--- src/rtl/sr_gate_pkg.sv ---
package sr_gate_pkg;

  // Control states of the gate decision.
  typedef enum logic [1:0] {
    ST_IDLE = 2'd0,
    ST_WAIT = 2'd1,
    ST_ON   = 2'd2
  } gate_state_e;

  // Strobes from the datapath to the control.
  typedef struct packed {
    logic cmdLevel;
    logic cmdRise;
    logic cmdFall;
    logic diode;
    logic supplyGood;
    logic optimize;
  } dp_status_t;

  // Strobes from the control to the datapath.
  typedef struct packed {
    logic driveGate;
    logic waiting;
  } ctrl_cmd_t;

  // Bit positions inside the synchronizer bus.
  localparam int BIT_CMD = 0;
  localparam int BIT_DIODE = 1;
  localparam int BIT_SUPPLY = 2;
  localparam int BIT_OPT = 3;
  localparam int IN_WIDTH = 4;

endpackage

--- src/rtl/sr_gate_sync.sv ---
module sr_gate_sync #(
  parameter int WIDTH = 4,
  parameter int STAGES = 2
) (
  input  logic             clk,
  input  logic             rst,
  input  logic [WIDTH-1:0] din,
  output logic [WIDTH-1:0] dout
);

  genvar g;
  generate
    for (g = 0; g < STAGES; g++) begin : g_stage
      logic [WIDTH-1:0] q;
      if (g == 0) begin : g_first
        always_ff @(posedge clk) begin
          if (rst) q <= '0;
          else     q <= din;
        end
      end else begin : g_next
        always_ff @(posedge clk) begin
          if (rst) q <= '0;
          else     q <= g_stage[g-1].q;
        end
      end
    end
  endgenerate

  assign dout = g_stage[STAGES-1].q;

endmodule

--- src/rtl/sr_gate_dp.sv ---
module sr_gate_dp
  import sr_gate_pkg::*;
#(
  parameter int SYNC_STAGES = 2
) (
  input  logic       clk,
  input  logic       rst,
  input  logic       pwmCmd,
  input  logic       diodeOn,
  input  logic       optEn,
  input  logic       supplyOk,
  input  ctrl_cmd_t  ctrlCmd,
  output dp_status_t dpStatus,
  output logic       gateEn,
  output logic       condRptN
);

  logic [IN_WIDTH-1:0] rawBus;
  logic [IN_WIDTH-1:0] syncBus;
  logic cmdDly;
  logic reportLow;

  always_comb begin
    rawBus = '0;
    rawBus[BIT_CMD] = pwmCmd;
    rawBus[BIT_DIODE] = diodeOn;
    rawBus[BIT_SUPPLY] = supplyOk;
    rawBus[BIT_OPT] = optEn;
  end

  sr_gate_sync #(
    .WIDTH (IN_WIDTH),
    .STAGES(SYNC_STAGES)
  ) u_sync (
    .clk (clk),
    .rst (rst),
    .din (rawBus),
    .dout(syncBus)
  );

  // Previous synchronized command for edge detection.
  always_ff @(posedge clk) begin
    if (rst) cmdDly <= 1'b0;
    else     cmdDly <= syncBus[BIT_CMD];
  end

  always_comb begin
    dpStatus.cmdLevel   = syncBus[BIT_CMD];
    dpStatus.cmdRise    = syncBus[BIT_CMD] & ~cmdDly;
    dpStatus.cmdFall    = ~syncBus[BIT_CMD] & cmdDly;
    dpStatus.diode      = syncBus[BIT_DIODE];
    dpStatus.supplyGood = syncBus[BIT_SUPPLY];
    dpStatus.optimize   = syncBus[BIT_OPT];
  end

  // The detector is inactive in lockout and its report is blanked while the gate is driven.
  assign reportLow = syncBus[BIT_DIODE] & syncBus[BIT_SUPPLY] & ~ctrlCmd.driveGate;

  always_ff @(posedge clk) begin
    if (rst) begin
      gateEn   <= 1'b0;
      condRptN <= 1'b1;
    end else begin
      gateEn   <= ctrlCmd.driveGate;
      condRptN <= ~reportLow;
    end
  end

endmodule

--- src/rtl/sr_gate_ctrl.sv ---
module sr_gate_ctrl
  import sr_gate_pkg::*;
(
  input  logic       clk,
  input  logic       rst,
  input  dp_status_t dpStatus,
  output ctrl_cmd_t  ctrlCmd,
  output gate_state_e stateQ
);

  gate_state_e stateNext;

  always_comb begin
    stateNext = stateQ;
    if (!dpStatus.supplyGood || !dpStatus.cmdLevel) begin
      stateNext = ST_IDLE;
    end else begin
      unique case (stateQ)
        ST_IDLE: begin
          if (!dpStatus.optimize)    stateNext = ST_ON;
          else if (dpStatus.cmdRise) stateNext = dpStatus.diode ? ST_ON : ST_WAIT;
        end
        ST_WAIT: begin
          if (!dpStatus.optimize || dpStatus.diode) stateNext = ST_ON;
        end
        ST_ON:   stateNext = ST_ON;
        default: stateNext = ST_IDLE;
      endcase
    end
  end

  always_ff @(posedge clk) begin
    if (rst) stateQ <= ST_IDLE;
    else     stateQ <= stateNext;
  end

  always_comb begin
    ctrlCmd.driveGate = (stateNext == ST_ON);
    ctrlCmd.waiting   = (stateNext == ST_WAIT);
  end

endmodule

--- src/rtl/sr_gate_enable.sv ---
module sr_gate_enable
  import sr_gate_pkg::*;
#(
  parameter int SYNC_STAGES = 2
) (
  input  logic clk,
  input  logic rst,
  input  logic pwmCmd,
  input  logic diodeOn,
  input  logic optEn,
  input  logic supplyOk,
  output logic gateEn,
  output logic condRptN
);

  dp_status_t  dpStatus;
  ctrl_cmd_t   ctrlCmd;
  gate_state_e ctrlState;

  sr_gate_dp #(
    .SYNC_STAGES(SYNC_STAGES)
  ) u_dp (
    .clk     (clk),
    .rst     (rst),
    .pwmCmd  (pwmCmd),
    .diodeOn (diodeOn),
    .optEn   (optEn),
    .supplyOk(supplyOk),
    .ctrlCmd (ctrlCmd),
    .dpStatus(dpStatus),
    .gateEn  (gateEn),
    .condRptN(condRptN)
  );

  sr_gate_ctrl u_ctrl (
    .clk     (clk),
    .rst     (rst),
    .dpStatus(dpStatus),
    .ctrlCmd (ctrlCmd),
    .stateQ  (ctrlState)
  );

endmodule

--- config.mk ---
export PLATFORM = sky130hd
export DESIGN_NAME = sr_gate_enable
export DESIGN_NICKNAME = d
export VERILOG_FILES = /design/src/rtl/sr_gate_pkg.sv /design/src/rtl/sr_gate_sync.sv /design/src/rtl/sr_gate_dp.sv /design/src/rtl/sr_gate_ctrl.sv /design/src/rtl/sr_gate_enable.sv
export SDC_FILE = /design/constraint.sdc
export NUM_CORES = 1
export LEC_CHECK = 0
export BUFFER_PORTS_ARGS = -buffer_cell sky130_fd_sc_hd__buf_2
export CAP_MARGIN = 15
export CORE_AREA = 2 2 39 41
export DETAILED_ROUTE_END_ITERATION = 6
export DIE_AREA = 0 0 41 43
export GPL_TIMING_DRIVEN = 0
export PLACE_DENSITY = 0.48
export SLEW_MARGIN = 30
export SYNTH_ARGS = -nofsm -noshare
export SYNTH_HDL_FRONTEND = slang
export SYNTH_SLANG_ARGS = --single-unit
--- constraint.sdc ---
create_clock -name clk -period 1 [get_ports clk]
set_input_delay 0.3 -clock clk [delete_from_list [all_inputs] [get_ports clk]]
set_output_delay 0.3 -clock clk [all_outputs]
set_load 0.05 [all_outputs]
### After elaboration in Yosys (flattened, before gate mapping)

Cells that the tools add are included.

| storage, ports and cells | value |
|---|---|
| flip-flop bits (word level) | 13 |
| output and inout port bits | 2 |
| logic and storage cells | 27 |

| operators by class | value |
|---|---|
| equality and inequality tests | 3 |
| reductions and logical operators | 6 |
| multiplexer cells | 6 |
| bitwise operators | 6 |

Operators by type and width:

| cell | number |
|---|---|
| 2-to-1 mux 2 bit | 5 |
| one-hot mux 2 bit (3 select lines) | 1 |
| == test 2 bit (second input constant) | 2 |
| bitwise AND 1 bit | 3 |
| logical NOT 1 bit | 3 |
| NOT 1 bit | 3 |
| == test 2 x 1 -> 1 bit (second input constant) | 1 |
| logical NOT 2 bit | 1 |
| logical OR 1 bit | 2 |

### Longest topological paths before layout

Gate-level depths: netlist of run 1.

| logic depth | value |
|---|---|
| depth after elaboration | 10 |
| gate-level depth with buffers | 3 |

### Hierarchy

Synthesis of run 1 repeated with hierarchy kept, for this count alone.

| second synthesis, totals | value |
|---|---|
| cells, all modules | 36 |
| area total of the unflattened synthesis | 412.9 µm² |

By module, submodules not included:

| module | area each (µm²) | times used | cells an instance |
|---|---|---|---|
| sr_gate_sync | 210.2 | 1 | 16 |
| sr_gate_ctrl | 101.3 | 1 | 12 |
| sr_gate_dp | 101.3 | 1 | 8 |

### Worst setup path after synthesis of run 1

No wires, ideal clock.

| path | value |
|---|---|
| path kind | reg2out |
| start | register u_dp.condRptN |
| end | output port condRptN |
| cell stages (with the launch flop) | 1 |
| arrival | 0.587 ns |
| required time | 0.700 ns |
| path buffers | 0 |
| slack | 0.113 ns |
| cells stage by stage | dfxtp_1 |

RTL lines:

| item | RTL line | source |
|---|---|---|
| from (decl) | sr_gate_dp.sv:15 | `output logic condRptN` |
| from (signal assigned) | sr_gate_dp.sv:65 | `condRptN <= ~reportLow;` |
| to (decl) | sr_gate_enable.sv:13 | `output logic condRptN` |

No word-level cell between the ends.

### Worst setup path after layout of run 1

| path | value |
|---|---|
| start | register u_dp.condRptN |
| end | output port condRptN |

No word-level cell between the ends.

==> flow_summary.toml, run 1 <==
[outcome]
outcome = "complete, but fails checks"
violations = "negative setup slack"

[worst_setup_path]
r2r-end = "u_ctrl.stateQ[1]$_SDFF_PP0_"
worstPathRequired_ns = 0.70
critPathTopFamily = "flip-flops"
worstRegToRegCells = 3
end_kind = "output port"
crit_path_start_kind = "register"
cp.depth = 1
cp.buffers_inverters = 1
r2r_start = "u_ctrl.stateQ[0]$_SDFF_PP0_"
crit_arrival_ns = 0.74
worstSetupPathType = "register to output port"
cp_max_fo = 1
r2r_setup_slack_ns = 0.07
slowest_delay_ns = 0.33
critPathLaunch = "u_dp.condRptN$_SDFF_PP1_"
crit_chain = "buf_8"
slowest_stage = "dfxtp_2"

[cells_and_area]
area_growth_pct = 27.4
drive_above_1_share = 0.318
num-nets-final = 51
n_antenna_cell = 0
fill_cells = 145
final_core_util = 0.357

[sta]
fin_ws_ns = -0.0380
hold_violations = 0
slew_viol_final = 0
relSlewSlack = 0.728
finalCritPeriodShare = 1.04
finClkSkew_ns = 0.00305
setup_violations = 2
worst_slew_pin_slew_ns = 0.408
max_freq_mhz = 963
rsz0062_at_grt = "yes"
period_minus_slack_ns = 1.04

[floorplan]
die_y_um = 43
die_w_um = 41
initial_utilization = 0.280
core_um2 = 1380
rows = 14
io_pins = 8
die_area_um2 = 1760

[logic_synthesis]
synth_top_cell_by_area = "dfxtp_1"
netlist-cell-type-count = 12
synth-seq-area-share = 0.671
synth_top_area_share = 0.671
synth_warnings = 0
avgSynthCellArea_um2 = 11.8
netlist_area_um2 = 388
ys_ff_latch = 13
async_reset_ff_frac = 0
synth.top_cells.by_count = "dfxtp_1, nor2b_1, and2b_1, nor3_1"
synth_top_flop_cell = "dfxtp_1"
synth_edf_count = 0
syn_inst = 33
syn_nets = 39
yosys-top-cells-area = "dfxtp_1, nor2b_1, and2b_1"
synth_most_common_cell = "dfxtp_1"

[clocking]
cts_tree = "built"
cts.path.max_buffers = 2
h-tree-depth = 1
worst_skew_pair.late_latency_ns = 0.27
cts_root_buf = "clkbuf_4"
clkTransAtPathRegs_ns = 0.07
cts_buffers = 3
cts_sinks = 13

[routing]
avgViaCountPerCell = 4.27
dr.pass1.iters = 3
vias = 256
wirelength_um = 553
drc = 0
wl_per_cell_um = 9.22
drt_iter0_markers = 2
ant_nets = 0

[placed_design]
port_buffers = 7
place_congestion = 0.663
pre_cts_ws_ns = -0.0954

[power]
p_leak_nw = 0.199
p_int_mw = 0.709
p_clk_frac = 0.351
p_switching_mw = 0.178
power_frac_seq = 0.609
pwr-share-comb = 0.040
irDropWorstVdd_v = 0.000538
power_density_nw_per_um2 = 1790
swShare = 0.200

[min_path]
min_from = "rst"
min_delay_path_depth = 2
hold-path-endpoint = "u_dp.u_sync.g_stage[0].q[3]$_SDFF_PP0_"
hold_class = "input pin to register"

[global_route]
overflow = 0
grt_pass1_wl_um = 966
grt_max_degree = 11
grt_pass1_vias = 267
antenna_found_initial = 0
grt_util_all_layers = 0.0882

[run]
maxCapViolations = 0
[power by group through the flow]
stage               sequential (mW)  clock, mW  combinational [mW]
finish                        0.540      0.311              0.0353
global route                  0.542      0.357              0.0399
CTS                           0.540      0.330              0.0356
detailed placement            0.552          0              0.0348
global placement              0.552          0              0.0337
floorplan                     0.552          0              0.0197
[metal layers]
| layer | vias up | part of all wire | track usage | routed length, um |
|---|---|---|---|---|
| met4 | 0 | 0.038 | 0.100 | 21 |
| li1 | 131 | - | - | - |
| met1 | 116 | 0.40 | 0.0897 | 222 |
| met3 | 2 | 0.058 | 0.0314 | 32 |
| met2 | 7 | 0.50 | 0.122 | 276 |
| met5 | - | 0 | 0 | 0 |
[timing repair]
action,4_1_cts,5_1_grt
hold buffers,0,0
setup endpoints to repair,2,5
gates resized for setup,7,2
pin swaps,0,1
cloned,0,0
setup buffers,0,0
[stage by stage]
stage | hold slack, ns | instances | TNS, ns | total power [mW] | instance area (um^2)
detailed placement | 0.394 | 56 | -0.215 | 0.587 | 443
global placement | 0.391 | 56 | -0.141 | 0.585 | 443
floorplan | 0.368 | 33 | 0 | 0.571 | 388
global route | 0.211 | 60 | -0.137 | 0.939 | 494
finish | 0.203 | 60 | -0.0760 | 0.887 | 494
CTS | 0.193 | 60 | -0.104 | 0.906 | 488
[cell families after synthesis]
logic type             Yosys count  synth area share
AO/OA/AOI/OAI                    1            0.0290
buffers and inverters            2            0.0193
flip-flops                      13             0.671
AND/OR/NAND/NOR                 17             0.281
[layout by cell type, fill, tap and decap left out, drive strengths merged]
master / instances
o2111a: 1
nor3: 2
clkbuf: 5
buf: 7
nand4bb: 1
nor2b: 8
nand2: 1
dfxtp: 13
inv: 1
nand3: 1
nor3b: 1
and2b: 2
nand4: 1
[flip-flops by register name (all words and copies together), names as in the netlist]
| register | flops |
|---|---|
| u_ctrl.stateQ | 2 |
| u_dp.cmdDly | 1 |
| u_dp.condRptN | 1 |
| u_dp.u_sync.g_stage.q | 4 |
| u_dp.u_sync.dout | 4 |
| u_dp.gateEn | 1 |
[worst max-delay path by stage]
stage,slack (ns),endpoint
2_1_floorplan,0.11,condRptN
5_1_grt,-0.07,gateEn
6_report,-0.04,condRptN
4_1_cts,-0.05,gateEn
3_5_place_dp,-0.1,u_dp.u_sync.g_stage[0].q[0]$_SDFF_PP0_
3_3_place_gp,-0.07,u_dp.u_sync.g_stage[0].q[0]$_SDFF_PP0_
[layout make-up]
| cell class | count | area, um^2 | area share |
|---|---|---|---|
| well taps | 16 | 20.0 | 0.0405 |
| flip-flops and latches | 13 | 264 | 0.534 |
| multi-input cells | 18 | 125 | 0.253 |
| inverters | 1 | 3.75 | 0.00759 |
| plain buffers | 1 | 3.75 | 0.00759 |
| repair buffers | 7 | 51.3 | 0.104 |
| clock buffers | 4 | 26.3 | 0.0532 |
(Power assumes the default switching activity.)
==> run 2: changes to the inputs <==
Settings changed: PLACE_DENSITY 0.48 to 0.49.
Clock period 1 ns to 0.9 ns, I/O delays scaled along.
==> run 2 against run 1 <==
The run still ends with negative setup slack left; clock skew fell by 0.0023 ns; wire length fell by 2.4%; count of clock-buffer cells in the layout did not move; register-to-register slack got worse by 0.04 ns; clock power rose by 11%; core utilization rose by 0.72 points; first-iteration DRC count fell by 100%; cell area rose by 2.0%; combinational power rose by 14%; worst hold slack got worse by 0.020 ns; die area did not move.
==> flow_summary.toml, run 2 (same netlist as run 1, synthesis figures left out) <==
[sta]
period_minus_slack_ns = 1.01
relSlewSlack = 0.719
finClkSkew_ns = 0.000759
finalCritPeriodShare = 1.12
worst_slew_pin_slew_ns = 0.421
timing.setup.tns_ns = -0.216
slew_viol_final = 0
max_freq_mhz = 991
rsz0062_at_grt = "yes"
setup_violations = 2
fin_ws_ns = -0.109
hold_violations = 0

[placed_design]
port_buffers = 7
pre_cts_ws_ns = -0.157
dp_hpwl_um = 393
place_area_um2 = 443
dp_cells = 56
place_congestion = 0.670

[worst_setup_path]
critPathTopFamily = "flip-flops"
crit_arrival_ns = 0.74
crit_chain = "buf_8"
crit_path_start_kind = "register"
cp.buffers_inverters = 1
worstSetupPathType = "register to output port"
critPathLaunch = "u_dp.condRptN$_SDFF_PP1_"
slowest_delay_ns = 0.34
r2r_start = "u_ctrl.stateQ[1]$_SDFF_PP0_"
cp_max_fo = 1
end_kind = "output port"
worstPathRequired_ns = 0.63
slowest_stage = "dfxtp_2"

[cells_and_area]
drive_above_1_share = 0.364
n_antenna_cell = 0
final_common_cell = "dfxtp_1"
layout.cells.non_filler = 60
finalInstanceArea_um2 = 504
fill_cells = 137
num-nets-final = 51
area_growth_pct = 30.0
final_cell_mix = "dfxtp_1, nor2b_1, buf_2"

[outcome]
violations = "negative setup slack"
outcome = "complete, but fails checks"

[global_route]
grt_pass1_wl_um = 945
grt_pass1_vias = 247
grt_util_all_layers = 0.0882
overflow = 0
grt_max_degree = 11
antenna_found_initial = 0

[run]
maxCapViolations = 0

[clocking]
worst_skew_pair.late_latency_ns = 0.27
cts_tree = "built"
cts.path.max_buffers = 2
cts_setup_buffers = 0
clkTransAtPathRegs_ns = 0.07
cts_sinks = 13
cts_root_buf = "clkbuf_4"
h-tree-depth = 1
cts_buffers = 3
cts.hold.buffers_added = 0

[routing]
wirelength_um = 540
ant_nets = 0
dr.pass1.iters = 1
vias = 242
wl_per_cell_um = 9.00
drt_iter0_markers = 0
avgViaCountPerCell = 4.03
drc = 0

[power]
power_density_nw_per_um2 = 1950
irDropWorstVdd_v = 0.000859
p_leak_nw = 0.203
finalPower_mw = 0.984

[floorplan]
die_y_um = 43
core_um2 = 1380
rows = 14
die_area_um2 = 1760
io_pins = 8
initial_utilization = 0.280
die_w_um = 41

[min_path]
hold_class = "input pin to register"
min_from = "rst"
-- run 2: cell counts in the layout (fill, tap and decap cells not counted) --
No cell type changed its count.
-- run 2: layout make-up --
class	count	area (um^2)	area share
Inverter	1	3.75	0.00744
Clock buffer	4	26.3	0.0521
Sequential cell	13	265	0.526
Tap cell	16	20.0	0.0397
Multi-Input combinational cell	18	130	0.258
Buffer	1	3.75	0.00744
Timing Repair Buffer	7	55.1	0.109
-- run 2: what timing repair did --
item / 4_1_cts / 5_1_grt
endpoints found under the setup margin: 3 / 5
gates resized for setup: 9 / 3
pin swaps: 1 / 3
gates cloned: 0 / 0
-- run 2: final timing paths --
kind	endpoint	slack (ns)	cells past startpoint
worst min-delay path	u_dp.u_sync.g_stage[0].q[3]$_SDFF_PP0_	0.18	2
worst max-delay path	condRptN	-0.11	1
worst min register to register	u_dp.condRptN$_SDFF_PP1_	0.41	1
worst max register to register	u_ctrl.stateQ[0]$_SDFF_PP0_	0.03	2
-- run 2: where the power goes --
part | leakage, nW | total (mW) | internal [mW] | switching, mW
logic | 0.0807 | 0.0403 | 0.0225 | 0.0178
clock network | 0.0150 | 0.344 | 0.171 | 0.172
registers | 0.108 | 0.600 | 0.593 | 0.00674
-- run 2: through the flow --
stage | hold slack, ns | utilization
after floorplan | 0.342 | -
after global placement | 0.385 | 0.320
after detailed placement | 0.395 | 0.320
after CTS | 0.182 | 0.357
after global routing | 0.194 | 0.364
final | 0.183 | 0.364
-- run 2: routing by layer --
layer	routed length, um	up-vias	GRT usage	part of all wire
met4	6	0	0.0800	0.011
met5	0	-	0	0
met1	235	101	0.0897	0.44
li1	-	131	-	-
met3	31	2	0.0471	0.057
met2	265	8	0.122	0.49
==> run 3: changes to the inputs <==
==> constraint.sdc (replaced) <==
create_clock -name clk -period 0.9 [get_ports clk]
set_input_delay 0.045 -clock clk [delete_from_list [all_inputs] [get_ports clk]]
set_output_delay 0.045 -clock clk [all_outputs]
set_load 0.05 [all_outputs]
==> run 3 against run 2 <==
The run now ends clean; sequential share of layout area down 2.7 points; non-clock buffer count increased by 5; count of clock-buffer cells in the layout stayed put; clock power shrank 1%; cell area up 4.5%; register-to-register slack barely moved; worst setup slack gained 0.14 ns; fmax grew 16%; critical path depth unchanged; critical path type unchanged; via count up 9.1%.
==> flow_summary.toml, run 3 (same netlist as run 1, synthesis figures left out) <==
[outcome]
outcome = "finished, final reports clean"

[floorplan]
die_area_um2 = 1760
die_y_um = 43
initial_utilization = 0.280
core_um2 = 1380
die_w_um = 41
rows = 14
io_pins = 8

[worst_setup_path]
crit_arrival_ns = 0.82
cp.buffers_inverters = 1
slowest_stage = "dfxtp_1"
critPathTopFamily = "flip-flops"
worstSetupPathType = "register to output port"
slowest_delay_ns = 0.31
worstPathRequired_ns = 0.85
crit_chain = "buf_2"
end_kind = "output port"
crit_path_start_kind = "register"
cp_max_fo = 1

[clocking]
worst_skew_pair.late_latency_ns = 0.26
h-tree-depth = 1
clkTransAtPathRegs_ns = 0.07
cts.path.max_buffers = 2
cts_setup_buffers = 0
cts_root_buf = "clkbuf_4"
cts_buffers = 3
cts_sinks = 13
cts_tree = "built"

[sta]
slew_viol_final = 0
fin_hold_ws_ns = 0.0324
setup_violations = 0
worst_slew_pin_slew_ns = 0.408
relSlewSlack = 0.728
finClkSkew_ns = 0.00225
rsz0062_at_grt = "yes"
fin_ws_ns = 0.0332
max_freq_mhz = 1150
finalCritPeriodShare = 0.963
hold_violations = 0
period_minus_slack_ns = 0.867

[cells_and_area]
final_core_util = 0.381
n_antenna_cell = 0
final_common_cell = "dfxtp_1"
area_growth_pct = 35.8
layout.cells.non_filler = 65
drive_above_1_share = 0.265
finalInstanceArea_um2 = 527
num-nets-final = 56
final_cell_mix = "dfxtp_1, nor2b_1, buf_2"

[placed_design]
place_area_um2 = 443
pre_cts_ws_ns = -0.0184
dp_cells = 56
dp_hpwl_um = 393
port_buffers = 7
place_congestion = 0.670

[global_route]
grt_pass1_vias = 258
antenna_found_initial = 0
grt_util_all_layers = 0.0872
grt_max_degree = 11
grt_pass1_wl_um = 938
overflow = 0

[min_path]
hold_class = "input pin to register"

[routing]
vias = 264
wl_per_cell_um = 8.62
dr.pass1.iters = 1
drt_iter0_markers = 0
drc = 0
ant_nets = 0
wirelength_um = 560
avgViaCountPerCell = 4.06

[power]
irDropWorstVdd_v = 0.000929
p_leak_nw = 0.214
power_density_nw_per_um2 = 1890

[run]
maxCapViolations = 0
run 3: cell count changes in the layout (fill, tap and decap cells not counted):
cell / delta
buf_2: +2
buf_8: -2
dfxtp_1: +2
dfxtp_2: -2
dlygate4sd3_1: +5
nor3_1: +1
nor3_2: -1
run 3: area by class of cell:
type                            count  area [um^2]
Fill cell                         133          857
Clock buffer                        4         26.3
Buffer                              1         3.75
Inverter                            1         3.75
Timing Repair Buffer               12         85.1
Multi-Input combinational cell     18          125
Sequential cell                    13          263
Tap cell                           16         20.0
run 3: tightest hold or removal path: cells and delay by family:
kind                   cells  cell delay [ns]
AND/OR/NAND/NOR            2             0.12
buffers and inverters      1             0.10
run 3: metrics by stage:
step	power [mW]	setup TNS, ns
after floorplan	0.635	0
after global placement	0.650	0
after detailed placement	0.652	-0.0184
after CTS	1.01	0
after global routing	1.05	-0.0772
final	0.994	0
run 3: final timing paths:
path                                       start                     endpoint  slack, ns  depth (start not counted)
setup / recovery        u_dp.condRptN$_SDFF_PP1_                     condRptN       0.03                          1
hold reg to reg   u_dp.u_sync.dout[1]$_SDFF_PP0_     u_dp.condRptN$_SDFF_PP1_       0.42                          1
setup reg to reg     u_ctrl.stateQ[1]$_SDFF_PP0_  u_ctrl.stateQ[1]$_SDFF_PP0_       0.04                          3
hold / removal                               rst     u_dp.condRptN$_SDFF_PP1_       0.03                          3
run 3: timing repair:
action                                  in CTS  in global routing
pin swaps                                    1                  3
endpoints found under the setup margin       1                  3
endpoints found under the hold margin        4                  0
gates resized for setup                      1                  2
hold buffers                                 5                  0
run 3: routing by layer:
metal / track usage / wire, um / share of wire / vias to the layer above
met5: 0 / 0 / 0 / -
met4: 0.0800 / 6 / 0.011 / 0
met3: 0.0471 / 34 / 0.061 / 2
met2: 0.122 / 276 / 0.49 / 8
met1: 0.0864 / 241 / 0.43 / 110
li1: - / - / - / 144
run 3: report_power, final:
part | internal [mW] | total, mW | switching [mW]
combinational | 0.0356 | 0.0553 | 0.0197
clock | 0.171 | 0.339 | 0.167
sequential | 0.593 | 0.600 | 0.00668
